$ cat src/rtl/dma_term_ctrl.sv
module dma_term_ctrl #(
  parameter int CW = 32
) (
  input  logic          clk,
  input  logic          rst_n,
  input  logic          wr_en,
  input  logic [7:0]    wr_addr,
  input  logic [7:0]    wr_data,
  input  logic          word_stb,
  input  logic          ext_eot,
  input  logic          short_pkt,
  output logic          busy,
  output logic [CW-1:0] remaining,
  output logic [2:0]    cause,
  output logic          irq
);
  localparam logic [7:0] A_CFG = 8'h30, A_CMD = 8'h31, A_CLR = 8'h32, A_EN = 8'h33;
  localparam logic [7:0] A_CNT0 = 8'h34, A_CNT3 = 8'h37;
  localparam int SW = CW - 8;

  logic [SW-1:0] stage;
  logic          cnt_dis, mode_cnt, mode_master;
  logic [2:0]    irq_en;

  wire sel_cmd   = wr_en && wr_addr == A_CMD;
  wire op_slave  = wr_data == 8'h00 || wr_data == 8'h01 || wr_data == 8'h04 || wr_data == 8'h05;
  wire op_master = wr_data == 8'h06 || wr_data == 8'h07;
  wire start     = sel_cmd && (op_slave || op_master);
  wire abort     = sel_cmd && wr_data == 8'h0F;
  wire run       = busy && !start && !abort;
  wire dec       = run && mode_cnt && word_stb;
  wire hit0      = dec && remaining == CW'(1);
  wire xeot      = run && !mode_master && ext_eot;
  wire ieot      = run && short_pkt;
  wire zstart    = start && (op_master || !cnt_dis) && remaining == '0;
  wire [2:0] clr = (wr_en && wr_addr == A_CLR) ? wr_data[2:0] : 3'b000;
  wire [2:0] set = {ieot, xeot, hit0 | zstart};

  assign irq = |(cause & irq_en);

  always_ff @(posedge clk or negedge rst_n) begin
    if (!rst_n) begin
      stage       <= '0;
      remaining   <= '0;
      cnt_dis     <= 1'b0;
      irq_en      <= 3'b000;
      busy        <= 1'b0;
      mode_cnt    <= 1'b0;
      mode_master <= 1'b0;
      cause       <= 3'b000;
    end else begin
      if (dec) remaining <= remaining - CW'(1);
      if (wr_en) begin
        if (wr_addr >= A_CNT0 && wr_addr < A_CNT3)
          stage[8*(wr_addr - A_CNT0) +: 8] <= wr_data;
        if (wr_addr == A_CNT3) remaining <= {wr_data, stage};
        if (wr_addr == A_CFG)  cnt_dis <= wr_data[0];
        if (wr_addr == A_EN)   irq_en  <= wr_data[2:0];
      end
      if (start) begin
        busy        <= !zstart;
        mode_cnt    <= op_master || !cnt_dis;
        mode_master <= op_master;
      end else if (abort || hit0 || xeot || ieot) begin
        busy <= 1'b0;
      end
      cause <= (cause & ~clr) | set;
    end
  end
endmodule


$ cat config.mk
export PLATFORM = sky130hd
export DESIGN_NAME = dma_term_ctrl
export DESIGN_NICKNAME = d
export VERILOG_FILES = /design/src/rtl/dma_term_ctrl.sv
export SDC_FILE = /design/constraint.sdc
export NUM_CORES = 1
export LEC_CHECK = 0
export BUFFER_PORTS_ARGS = -buffer_cell sky130_fd_sc_hd__buf_2
export CAP_MARGIN = 20
export CELL_PAD_IN_SITES_DETAIL_PLACEMENT = 1
export CELL_PAD_IN_SITES_GLOBAL_PLACEMENT = 2
export CORE_MARGIN = 3
export CORE_UTILIZATION = 36
export CTS_CLUSTER_SIZE = 10
export DETAILED_ROUTE_END_ITERATION = 7
export HOLD_SLACK_MARGIN = 0.1
export PLACE_DENSITY_LB_ADDON = 0.15
export SYNTH_ARGS = -nofsm -noshare
export SYNTH_HDL_FRONTEND = slang
export SYNTH_SLANG_ARGS = --single-unit
export TNS_END_PERCENT = 10
$ cat constraint.sdc
create_clock -name clk -period 3.16 [get_ports clk]
set_input_delay 0.632 -clock clk [delete_from_list [all_inputs] [get_ports clk]]
set_output_delay 0.632 -clock clk [all_outputs]
set_load 0.02 [all_outputs]
# --- After elaboration in Yosys (flattened, before gate mapping) ---
# Cells that the tools add are included.
word_totals:
  register_bits: 66
  wordCells: 75
  inputBits: 22
op_classes:
  n_lt_le_gt_ge: 2
  n_bitwise: 5
  n_eq_ne: 12
  n_shift: 2
  muxes: 7
  n_reduce_logical: 36
  add_sub_neg: 3
op_table:
  columns: ["cell", "count"]
  rows:
  - ["$mux W32", 3]
  - ["$eq A8 B6 Y1 const B", 5]
  - ["$neg A32 Y34", 1]
  - ["$shift A8 B34 Y24 const A", 1]
  - ["$shiftx A8 B34 Y24", 1]
  - ["$eq A32 B1 Y1 const B", 1]
  - ["$eq A8 B3 Y1 const B", 4]
  - ["$logic_not A32 Y1", 1]
  - ["$sub A32 B1 Y32 const B", 1]
  - ["$bwmux W24", 1]
  - ["$logic_and A1 B1 Y1", 15]
  - ["$logic_or A1 B1 Y1", 9]
  - ["$sub A8 B6 Y9 const B", 1]
  - ["$eq A8 B1 Y1 const B", 1]
  - ["$eq A8 B4 Y1 const B", 1]
  - ["$ge A8 B6 Y1 const B", 1]
  - ["$logic_not A8 Y1", 1]
  - ["$lt A8 B6 Y1 const B", 1]
  - ["$and A3 B3 Y3", 2]
  - ["$reduce_and A2 Y1", 3]
  - ["$logic_not A1 Y1", 5]
  - ["$mux W3", 1]
  - ["$not A3 Y3", 1]
  - ["$or A3 B3 Y3", 1]
  - ["4 further kinds", 5]

# --- Depth between registers and ports, before layout ---
logic_depth:
  word_depth: 17
  depth_mapped: 15

# --- Least setup slack after synthesis ---
# OpenSTA, ideal clock, no wires.
synth_path:
  path_kind: "input -> register"
  start: "input wr_addr[2]"
  end: "register stage[10]"
  n_path_buf: 2
  t_arrival_ns: 3.449
  cell_stages: 14
  path_slack_ns: -0.414
  required_ns: 3.035
  path_cell_list: "clkbuf_1 > inv_1 > ha_1 > xnor2_1 > o2111ai_1 > a21oi_1 > nand4_1 > ha_1 > nor4bb_1 > nand4b_1 > nor2_1 > and4_1 > clkbuf_1 > mux2_2"
synth_via:
  elab_chain_len: 4
synth_lines:
  columns: ["item", "line", "rtl"]
  rows:
  - ["from (decl)", "7", "input logic [7:0] wr_addr,"]
  - ["$sub A8 B6 Y9", "55", "stage[8*(wr_addr - A_CNT0) +: 8] <= wr_data;"]
  - ["$neg A32 Y34", "55", null]
  - ["$shiftx A8 B34 Y24 or $shift A8 B34 Y24 (tied branches)", "55", null]
  - ["$bwmux W24", "55", null]
  - ["to (signal, indexed assignment)", "55", null]
  - ["to (decl)", "21", "logic [SW-1:0] stage;"]
# Parallel ways exist; a longest one is shown, timed or not.
# A chain may end at the register's enable or synchronous reset.

# --- Worst setup path in the final report ---
layout_path:
  start: "input wr_addr[3]"
  end: "register stage[0]"
# The elaborated chain is that of the path after synthesis.

==> reports/qor.txt <==
Status - complete, no violations
Die height - 112.2 µm
CTS root buffer - clkbuf_16
Met3 usage - 3.666%
WP buf/inv - 2
Die X - 112.2 µm
Final worst-path setup slack - 0.2028 ns
Met2 Usage GRT - 35.88%
Synth Register Bits - 66
Yosys top cell by area - dfrtp_1
Top cell type's share of synthesized area - 40.69%
Initial Utilization - 37.12%
Final hold vios - 0
Ratio of cells with drive above 1 in the final layout - 31.26%
IO Count - 59
Post-layout minimum cycle time - 2.957 ns
NetSw - 0.0007100 W
Hold Crit Class - in -> async
N_diodes - 0
Wire per inst - 20.32 µm
CTS tree - done
Synth Instances - 425
Final wirelength - 13310 µm
Buffers on Ports - 58
GPL Wtd Cong - 0.7751
Slowest cell on the critical path - mux2_4
Max stage delay on crit path - 0.38 ns
Reg clk slew, reported paths - 0.06 ns
Clock skew - 0.005433 ns
GR Overflow Total - 0
CP Launch Type - input port
Critical path endpoint category - register
Top cells by count, synth - dfrtp_1 (66), nor2_1 (41), mux2_2 (27), nand2_1 (27), a31oi_1 (22)
Row count - 38
Worst Path Required - 3.38 ns
R2R Path End - remaining[24]
Hold WS - 0.2878 ns
Setup WS pre-CTS - -0.2265 ns
Number of nets with antenna violations after routing - 0
WS Path Type - in -> reg
Clk_lat worst skew - 0.34 ns
Placed inst area - 4753 µm²
Start point of the critical path - wr_addr[3]
Peak supply drop - 198.9 µV
Drt initial violations - 288
H-Tree Depth - 3
Post-layout instance area - 5087 µm²
Final-report setup violation count - 0
Pwr Density - 450.5 nW/µm²
Die Area - 12580 µm²
Dominant cell by count in the synthesized netlist - dfrtp_1
CTS buffer count - 9
Sequential area share after synthesis - 40.69%
Worst R2R Start - remaining[16]
Worst path depth - 13
Initial antenna violation count - 0
Internal power - 0.001582 W
Fmax - 338.2 MHz
First-pass GRT wire length - 21500 µm
EDFF count, synth - 0
Synthesis-to-layout area growth - 25.34%
Nets@finish - 548
Clock Sinks - 66
Number of synthesis warnings - 0
Detailed placement HPWL - 9659 µm
Relative slew slack - 56.21%
Synth area leaders - dfrtp_1 (41%), mux2_2 (7.5%), ha_1 (4.9%)
Syn avg cell area - 9.550 µm²
GRT Overall Usage - 21.54%
DRC - 0
Worst reg2reg setup slack - 0.59 ns
Comb power frac - 18.5%
Met1 GRT Util - 29.33%
Leakage Power - 2.362 nW
Worst reg2reg path depth - 5
DR pass1 iterations - 4
WP data arrival - 3.18 ns
Critical-path cell list - buf_2, inv_2, ha_4, xnor2_2, o2111ai_2, a21oi_2, nand4_1, ha_1, nor4bb_2, nand4b_1, nor4_2, nand3_2, mux2_4
Fin crit share - 93.58%
Worst-path maximum fanout - 8
Actual slew at the worst max-slew pin - 0.6569 ns
Pin count of the biggest net entering global routing - 25
Max Root-Sink Buffers - 2
Synthesized Nets - 463
Routed vias - 3825
Cell family with most CP delay - simple AND/OR/NAND/NOR gates
Post-synth cell types - 56
Core Box Area - 10940 µm²
Fin. max-slew vios - 0
Vias/cell - 5.840
Max-capacitance violation count - 0
Worst setup path endpoint - stage[0]
Vias in the first global route - 3915
Main synth FF type - dfrtp_1
Cell Area, Synth - 4059 µm²
Switching power share of the total - 30.98%
Asr flop ratio synth - 100.0%
Clk network pwr share - 41.9%
Reg power frac - 39.7%
Most Crowded Layer GR - met2
==> sequential cells by signal, indices dropped and copies added, names as in the netlist <==
name and count:
mode_master 1, remaining 32, mode_cnt 1, busy 1, cause 3, stage 24
cnt_dis 1, irq_en 3
==> power groups by stage <==
stage | sequential (W) | combinational (W) | clock (W)
global placement | 0.000922 | 0.000410 | 0
floorplan | 0.000944 | 0.000210 | 0
global route | 0.000914 | 0.000464 | 0.00102
finish | 0.000909 | 0.000423 | 0.000959
detailed placement | 0.000925 | 0.000414 | 0
CTS | 0.000909 | 0.000419 | 0.000973
==> cells in the final DEF (no fill, tap or decap), types with 4 or more instances in the layout <==
cell type,netlist,layout
clkbuf_16,0,9
o41ai_1,5,5
or4_2,4,4
buf_4,0,35
nor2_1,41,41
nand2_1,27,27
buf_2,1,58
mux2_2,27,26
xnor2_1,7,6
ha_1,16,14
o21ai_0,12,10
a31oi_1,22,22
nand4b_1,6,6
nand4_1,9,9
o211ai_1,7,7
o31ai_1,10,9
or4_1,9,9
mux2i_1,4,4
or3_1,8,8
and2_1,5,5
a21oi_1,12,11
nor3_1,10,10
nand3_1,21,20
inv_1,14,12
dfrtp_1,66,66
nor2b_1,6,6
and3_1,8,8
nor4_1,6,5
==> worst min path at each step <==
stage	slack, ns	end	cells after the start
finish	0.29	stage[21]	1
global placement	0.46	remaining[9]	2
CTS	0.30	stage[21]	1
floorplan	0.34	busy	0
global route	0.32	stage[21]	1
detailed placement	0.47	irq_en[2]	2
==> worst register-to-register path, stage by stage, from the launching register on <==
cell     delay [ns]
dfrtp_1        0.44
nor3_1         0.51
nand4_4        0.26
or3_1          0.56
or4_1          0.55
a31oi_1        0.17
==> routing by layer <==
metal | wire length, µm | up-vias | share of wire [%]
met2 | 6524 | 55 | 49
met4 | 136 | 0 | 1.0
met5 | 0 | - | 0
met3 | 385 | 10 | 2.9
li1 | - | 1784 | -
met1 | 6260 | 1976 | 47
==> per-stage QoR <==
step / cells / setup TNS [ns] / util [%] / total power [W]
2_1_floorplan: 425 / 0 / - / 0.001154
3_3_place_gp: 635 / -1.980 / 43.47 / 0.001332
3_5_place_dp: 635 / -3.884 / 43.47 / 0.001339
4_1_cts: 651 / 0 / 46.04 / 0.002301
5_1_grt: 655 / -0.07319 / 46.52 / 0.002394
6_report: 655 / 0 / 46.52 / 0.002292
==> area by class of cell <==
class,count,area [µm²]
Timing Repair Buffer,94,573.1
Inverter,14,52.55
Sequential cell,66,1652
Clock buffer,11,242.7
Clock inverter,5,38.79
Fill cell,1282,5848
Multi-Input combinational cell,325,2354
Tap cell,140,175.2
==> cell families (layout without fill, tap and decap cells) <==
| group | Yosys count | after routing | share of synthesized area [%] |
|---|---|---|---|
| buffers and inverters | 34 | 124 | 3.175 |
| xor gates and xnor gates | 11 | 11 | 2.374 |
| and+or+nand+nor | 181 | 181 | 25.77 |
| AOI/OAI and AO/OA | 86 | 86 | 14.58 |
| DFF | 66 | 66 | 40.69 |
| adders and majority gates | 16 | 16 | 4.932 |
| muxes | 31 | 31 | 8.477 |
==> timing repair <==
item,in CTS,in global routing
hold buffers,0,0
setup buffers,0,4
endpoints found under the hold margin,0,0
endpoints found under the setup margin,0,7
resized for setup,0,6
Note: power is estimated with default switching activity, not from simulation.
